--- config.mk ---
export PLATFORM = sky130hd
export DESIGN_NAME = lpddr_init_seq
export DESIGN_NICKNAME = d
export VERILOG_FILES = /design/src/rtl/lpis_pkg.sv /design/src/rtl/lpis_down_timer.sv /design/src/rtl/lpis_zq_slot.sv /design/src/rtl/lpddr_init_seq.sv
export SDC_FILE = /design/constraint.sdc
export NUM_CORES = 1
export LEC_CHECK = 0
export BUFFER_PORTS_ARGS = -buffer_cell sky130_fd_sc_hd__buf_2
export CAP_MARGIN = 20
export CORE_MARGIN = 1.5
export CORE_UTILIZATION = 50
export CTS_CLUSTER_DIAMETER = 80
export DETAILED_ROUTE_END_ITERATION = 8
export PLACE_DENSITY = 0.84
export SYNTH_ARGS = -nofsm -noshare
export SYNTH_HDL_FRONTEND = slang
export SYNTH_SLANG_ARGS = --single-unit
--- constraint.sdc ---
create_clock -name clk_i -period 2.75 [get_ports clk_i]
set_clock_uncertainty 0.1 [all_clocks]
set_input_delay 0.55 -clock clk_i [delete_from_list [all_inputs] [get_ports clk_i]]
set_output_delay 0.55 -clock clk_i [all_outputs]
set_load 0.02 [all_outputs]
--- src/rtl/lpis_pkg.sv ---
package lpis_pkg;

   typedef enum logic [1:0] {
      CMD_NOP = 2'd0,
      CMD_MRR = 2'd1,
      CMD_MRW = 2'd2
   } lpis_cmd_e;

   typedef enum logic [2:0] {
      ST_IDLE,
      ST_POLL,
      ST_POLL_WAIT,
      ST_ZQ,
      ST_CFG,
      ST_DONE
   } lpis_state_e;

   // mode-register addresses the sequence relies on
   localparam int MR_STATUS = 0;
   localparam int MR_ZQ     = 10;
   // bit of the status register that reads 1 while auto-init runs
   localparam int BUSY_BIT  = 0;

endpackage

--- src/rtl/lpis_down_timer.sv ---
module lpis_down_timer #(
   parameter int W = 8
) (
   input  logic         clk_i,
   input  logic         rst_ni,
   input  logic         load_i,
   input  logic [W-1:0] val_i,
   output logic         zero_o
);

   logic [W-1:0] cnt_q;

   always_ff @(posedge clk_i) begin
      if (!rst_ni)
         cnt_q <= '0;
      else if (load_i)
         cnt_q <= val_i;
      else if (cnt_q != '0)
         cnt_q <= cnt_q - W'(1);
   end

   assign zero_o = (cnt_q == '0);

endmodule

--- src/rtl/lpis_zq_slot.sv ---
module lpis_zq_slot (
   input  logic clk_i,
   input  logic rst_ni,
   input  logic clear_i,
   input  logic issue_i,
   output logic done_o
);

   always_ff @(posedge clk_i) begin
      if (!rst_ni)
         done_o <= 1'b0;
      else if (clear_i)
         done_o <= 1'b0;
      else if (issue_i)
         done_o <= 1'b1;
   end

endmodule

--- src/rtl/lpddr_init_seq.sv ---
module lpddr_init_seq
   import lpis_pkg::*;
#(
   parameter int         NUM_DEV      = 2,
   parameter int         MA_W         = 8,
   parameter int         DQ_W         = 8,
   parameter int         T_INIT5      = 10000,
   parameter int         T_ZQINIT     = 1000,
   parameter int         T_MRW        = 5,
   parameter int         T_POLL       = 16,
   parameter logic [7:0] ZQ_INIT_CODE = 8'hFF
) (
   input  logic               clk_i,
   input  logic               rst_ni,
   input  logic               start_i,
   output logic [1:0]         cmd_o,
   output logic [NUM_DEV-1:0] cs_o,
   output logic [MA_W-1:0]    ma_o,
   output logic [DQ_W-1:0]    wdata_o,
   input  logic [DQ_W-1:0]    rdata_i,
   input  logic               rvalid_i,
   input  logic [DQ_W-1:0]    mr1_cfg_i,
   input  logic [DQ_W-1:0]    mr2_cfg_i,
   input  logic [DQ_W-1:0]    mr3_cfg_i,
   output logic               ready_o,
   output logic               timeout_o
);

   localparam int GAP_A   = (T_POLL > T_MRW) ? T_POLL : T_MRW;
   localparam int GAP_MAX = (GAP_A > T_ZQINIT) ? GAP_A : T_ZQINIT;
   localparam int GAP_W   = $clog2(GAP_MAX + 1);
   localparam int T5_W    = $clog2(T_INIT5 + 1);
   localparam int DEV_W   = (NUM_DEV > 1) ? $clog2(NUM_DEV) : 1;

   // elaboration-time parameter checks
   if (NUM_DEV < 1) begin : g_bad_dev
      $error("NUM_DEV must be at least 1");
   end
   if (T_POLL < 1 || T_MRW < 1 || T_ZQINIT < 1 || T_INIT5 < 1) begin : g_bad_time
      $error("all timing windows must be at least one cycle");
   end
   if (MA_W < 4) begin : g_bad_ma
      $error("MA_W must reach address 10");
   end
   if (DQ_W < 8) begin : g_bad_dq
      $error("DQ_W must be at least 8");
   end

   lpis_state_e          state_q, state_d;
   logic [DEV_W-1:0]     dev_q, dev_d;
   logic [1:0]           idx_q, idx_d;
   logic                 timeout_q, timeout_d;

   logic                 gap_load, gap_zero;
   logic [GAP_W-1:0]     gap_val;
   logic                 t5_load, t5_zero;

   logic [NUM_DEV-1:0]   zq_done;
   logic [NUM_DEV-1:0]   zq_one;
   logic [NUM_DEV-1:0]   zq_issue;
   logic                 zq_clear;
   logic [NUM_DEV-1:0]   poll_one;
   logic                 busy_bit;

   // spacing timer shared by every phase
   lpis_down_timer #(.W(GAP_W)) u_gap (
      .clk_i  (clk_i),
      .rst_ni (rst_ni),
      .load_i (gap_load),
      .val_i  (gap_val),
      .zero_o (gap_zero)
   );

   // auto-initialization window, started by the launch pulse
   lpis_down_timer #(.W(T5_W)) u_init5 (
      .clk_i  (clk_i),
      .rst_ni (rst_ni),
      .load_i (t5_load),
      .val_i  (T5_W'(T_INIT5)),
      .zero_o (t5_zero)
   );

   // one calibration record per device
   for (genvar d = 0; d < NUM_DEV; d++) begin : g_zq
      lpis_zq_slot u_slot (
         .clk_i   (clk_i),
         .rst_ni  (rst_ni),
         .clear_i (zq_clear),
         .issue_i (zq_issue[d]),
         .done_o  (zq_done[d])
      );
   end

   // next device to calibrate: lowest index not yet done
   if (NUM_DEV == 1) begin : g_sel_single
      assign zq_one = 1'b1;
   end else begin : g_sel_multi
      always_comb begin
         zq_one = '0;
         for (int i = NUM_DEV - 1; i >= 0; i--) begin
            if (!zq_done[i])
               zq_one = NUM_DEV'(1) << i;
         end
      end
   end

   assign poll_one = NUM_DEV'(1) << dev_q;
   assign busy_bit = rdata_i[BUSY_BIT];

   always_comb begin
      state_d   = state_q;
      dev_d     = dev_q;
      idx_d     = idx_q;
      timeout_d = timeout_q;
      cmd_o     = CMD_NOP;
      cs_o      = '0;
      ma_o      = '0;
      wdata_o   = '0;
      gap_load  = 1'b0;
      gap_val   = '0;
      t5_load   = 1'b0;
      zq_issue  = '0;
      zq_clear  = 1'b0;

      unique case (state_q)
         ST_IDLE: begin
            if (start_i) begin
               state_d  = ST_POLL;
               dev_d    = '0;
               t5_load  = 1'b1;
               zq_clear = 1'b1;
            end
         end

         ST_POLL: begin
            if (gap_zero) begin
               cmd_o    = CMD_MRR;
               cs_o     = poll_one;
               ma_o     = MA_W'(MR_STATUS);
               gap_load = 1'b1;
               gap_val  = GAP_W'(T_POLL - 1);
               state_d  = ST_POLL_WAIT;
            end
         end

         ST_POLL_WAIT: begin
            if (rvalid_i && !busy_bit) begin
               if (dev_q == DEV_W'(NUM_DEV - 1)) begin
                  state_d = ST_ZQ;
               end else begin
                  dev_d   = dev_q + DEV_W'(1);
                  state_d = ST_POLL;
               end
            end else if (t5_zero) begin
               timeout_d = 1'b1;
               state_d   = ST_ZQ;
            end else if (rvalid_i) begin
               state_d = ST_POLL;
            end
         end

         ST_ZQ: begin
            if (gap_zero) begin
               cmd_o    = CMD_MRW;
               cs_o     = zq_one;
               ma_o     = MA_W'(MR_ZQ);
               wdata_o  = DQ_W'(ZQ_INIT_CODE);
               zq_issue = zq_one;
               gap_load = 1'b1;
               gap_val  = GAP_W'(T_ZQINIT - 1);
               if (&(zq_done | zq_one)) begin
                  state_d = ST_CFG;
                  idx_d   = 2'd0;
               end
            end
         end

         ST_CFG: begin
            if (gap_zero) begin
               cmd_o    = CMD_MRW;
               cs_o     = '1;
               ma_o     = MA_W'(idx_q) + MA_W'(1);
               case (idx_q)
                  2'd0:    wdata_o = mr1_cfg_i;
                  2'd1:    wdata_o = mr2_cfg_i;
                  default: wdata_o = mr3_cfg_i;
               endcase
               gap_load = 1'b1;
               gap_val  = GAP_W'(T_MRW - 1);
               if (idx_q == 2'd2)
                  state_d = ST_DONE;
               else
                  idx_d = idx_q + 2'd1;
            end
         end

         default: begin
            // ST_DONE: terminal until reset
         end
      endcase
   end

   always_ff @(posedge clk_i) begin
      if (!rst_ni) begin
         state_q   <= ST_IDLE;
         dev_q     <= '0;
         idx_q     <= '0;
         timeout_q <= 1'b0;
      end else begin
         state_q   <= state_d;
         dev_q     <= dev_d;
         idx_q     <= idx_d;
         timeout_q <= timeout_d;
      end
   end

   assign ready_o   = (state_q == ST_DONE) && gap_zero;
   assign timeout_o = timeout_q;

endmodule

==> impl_metrics.ini <==
[clock_network]
root_buffer = clkbuf_8
hold_buffers = 0
cts_setup_buffers = 0
cts_resized = 0
clk_latency_ps = 290
cts.sinks = 33
htree_levels = 2
cts_made_buffers = 5
path_clk_slew_ps = 70
clock_path_buffers = 2
cts_tree = done

[critical_path]
cp-end-kind = output pin
path_delay_family = simple AND/OR/NAND/NOR gates
cpMaxStageDelayCell = nor4_4
cp_data_required_time_ps = 2100
cp.arrival_ps = 1960
cp-start-kind = flop
path_max_fanout = 11
path_cells = nor4_4, and3_1, nand2_1, a31oi_1, buf_2
cpPeakStageDelay_ps = 400
path_class = reg2out
cp_num_buf_inv = 1

[synth]
avgSynthCellArea_sq_um = 7.71
synth_common_cells = dfxtp_1 (33), nand2_1 (29), nor2_1 (26)
ys_warn_count = 0
async_reset_ff_frac = 0
synth_top_area_share = 0.316
synth_edf_count = 0
synthCells = 271
syn_area_sq_um = 2090
netlist-cell-type-count = 53
yosysSeqAreaShare = 0.316
synthTopCellsByArea = dfxtp_1 (32%), a21oi_1 (5.3%), nand2_1 (5.2%)
synth_top_flop_cell = dfxtp_1
ys_ff_latch = 33
synth.most_common_cell = dfxtp_1
yosys.area.top_type = dfxtp_1

[power]
cellPowerDensity_nw_per_um2 = 1070
p_seq_frac = 0.325
ir_worst_vdd_uv = 615
clkPwrFrac = 0.141
p_leak_nw = 1.07
pwr-share-comb = 0.534
p_sw_frac = 0.439
power.net_switching_mw = 1.16
p_int_mw = 1.48

[final_layout]
diodes = 0
final_cells = 365
area_growth_pct = 17.5
fillers = 355
final_nets = 359
drive_above_1_share = 0.222
finish.utilization = 0.614
fin_area_sq_um = 2460

[drt]
wl_per_cell_microns = 13.5
drc = 0
via_per_inst = 5.81
dr_wl_met2_mm = 2.32
wirelength_mm = 4.91
vias = 2120
dr.pass1.iters = 4
drt_iter0_markers = 115
wl_met1_mm = 2.24
detail-route-antenna-nets = 0
met3_wirelength_microns = 259
top_layer = met4

[timing]
whs_ps = 364
slew_headroom = 0.577
finalSetupTns_ps = 0
hold_viol = 0
finalCritPeriodShare = 0.950
min_period_ps = 2610
grt_setup_unrepaired = no
clock.fmax_mhz = 383
setup_violations = 0
worst_pin_slew_ps = 630
drv_slew = 0

[job]
cap_violations = 0

[die]
num_io_pins = 58
die_area_sq_um = 4580
initial_core_util = 0.523
rows = 23
core-area_sq_um = 4000
die_y_microns = 67.7
dieWidth_microns = 67.7

[status]
outcome = complete, no violations

[min_path]
hold_path_class = reg2reg

[global_routing]
grt_pass1_vias = 1761
antenna_found_initial = 0
track_usage = 0.232
grt_pass1_wl_mm = 8.05
gr-total-overflow = 0
grt_start_max_net_pins = 22

[place]
placed_cells = 358
io_buffers = 46
dpl.hpwl_mm = 3.55
placed_area_sq_um = 2350
gp_congestion = 0.812
[registers in the layout, indices dropped and copies added, names as in the netlist]
name	cells
idx_q	2
u_init5.cnt_q	14
state_q	3
timeout_o	1
u_gap.cnt_q	10
dev_q	1
g_zq.u_slot.done_o	2
[cells in the final DEF (no fill, tap or decap), types with 4 or more instances in the layout]
master / n
ha_1: 8
nor3_1: 10
inv_1: 12
xnor2_1: 6
and3_1: 5
a21oi_1: 22
conb_1: 4
nand2_1: 29
buf_4: 6
nand3_1: 7
nor4_1: 7
a21boi_0: 4
and2_1: 4
or3_1: 4
a31oi_1: 6
nor2_1: 25
buf_2: 46
a22oi_1: 8
o21ai_0: 12
nor2b_1: 4
clkbuf_8: 6
dfxtp_1: 32
[area by class of cell]
class / count / area, sq um / area share
repair buffers: 52 / 275 / 0.112
well taps: 50 / 62.6 / 0.0255
flip-flops and latches: 33 / 662 / 0.269
clock buffers: 7 / 86.3 / 0.0351
inverters: 13 / 48.8 / 0.0199
multi-input cells: 210 / 1320 / 0.538
[cells by family after synthesis]
group / share of synthesized area
flip-flops: 0.316
multiplexers: 0.00958
AO/OA/AOI/OAI: 0.233
other: 0.00179
adder cells (fa/ha/maj): 0.0479
AND/OR/NAND/NOR: 0.292
buffers and inverters: 0.0664
XOR/XNOR: 0.0335
[routing by layer]
layer / GRT usage / up-vias
met2: 0.355 / 55
met1: 0.312 / 992
met4: 0.0867 / 0
met5: 0 / -
li1: - / 1062
met3: 0.0567 / 11
[worst min-delay path, cell delays in order, from the launching register on]
cell	delay (ps)
dfxtp_1	310
o41ai_1	50
a21oi_1	60
[power by group through the flow]
| stage | clock (mW) | combinational, mW | sequential, mW |
|---|---|---|---|
| CTS | 0.378 | 1.37 | 0.833 |
| global placement | 0 | 1.31 | 0.831 |
| global route | 0.400 | 1.59 | 0.883 |
| detailed placement | 0 | 1.36 | 0.842 |
| finish | 0.372 | 1.41 | 0.855 |
| floorplan | 0 | 1.11 | 0.789 |
[path summary, 6_finish.rpt]
| kind | startpoint | end | slack (ps) | cells past startpoint |
|---|---|---|---|---|
| setup / recovery | u_gap.cnt_q[5] | wdata_o[5] | 140 | 5 |
| hold reg to reg | u_init5.cnt_q[6] | u_init5.cnt_q[6] | 360 | 2 |
| setup reg to reg | u_init5.cnt_q[8] | state_q[0] | 530 | 5 |
| hold / removal | u_init5.cnt_q[6] | u_init5.cnt_q[6] | 360 | 2 |
[metrics by stage]
step	total power, mW	setup WS [ps]
2_1_floorplan	1.90	323
3_3_place_gp	2.14	361
3_5_place_dp	2.20	321
4_1_cts	2.58	2.53
5_1_grt	2.87	2.30
6_report	2.63	138
Power figures use the tool's default switching activity.
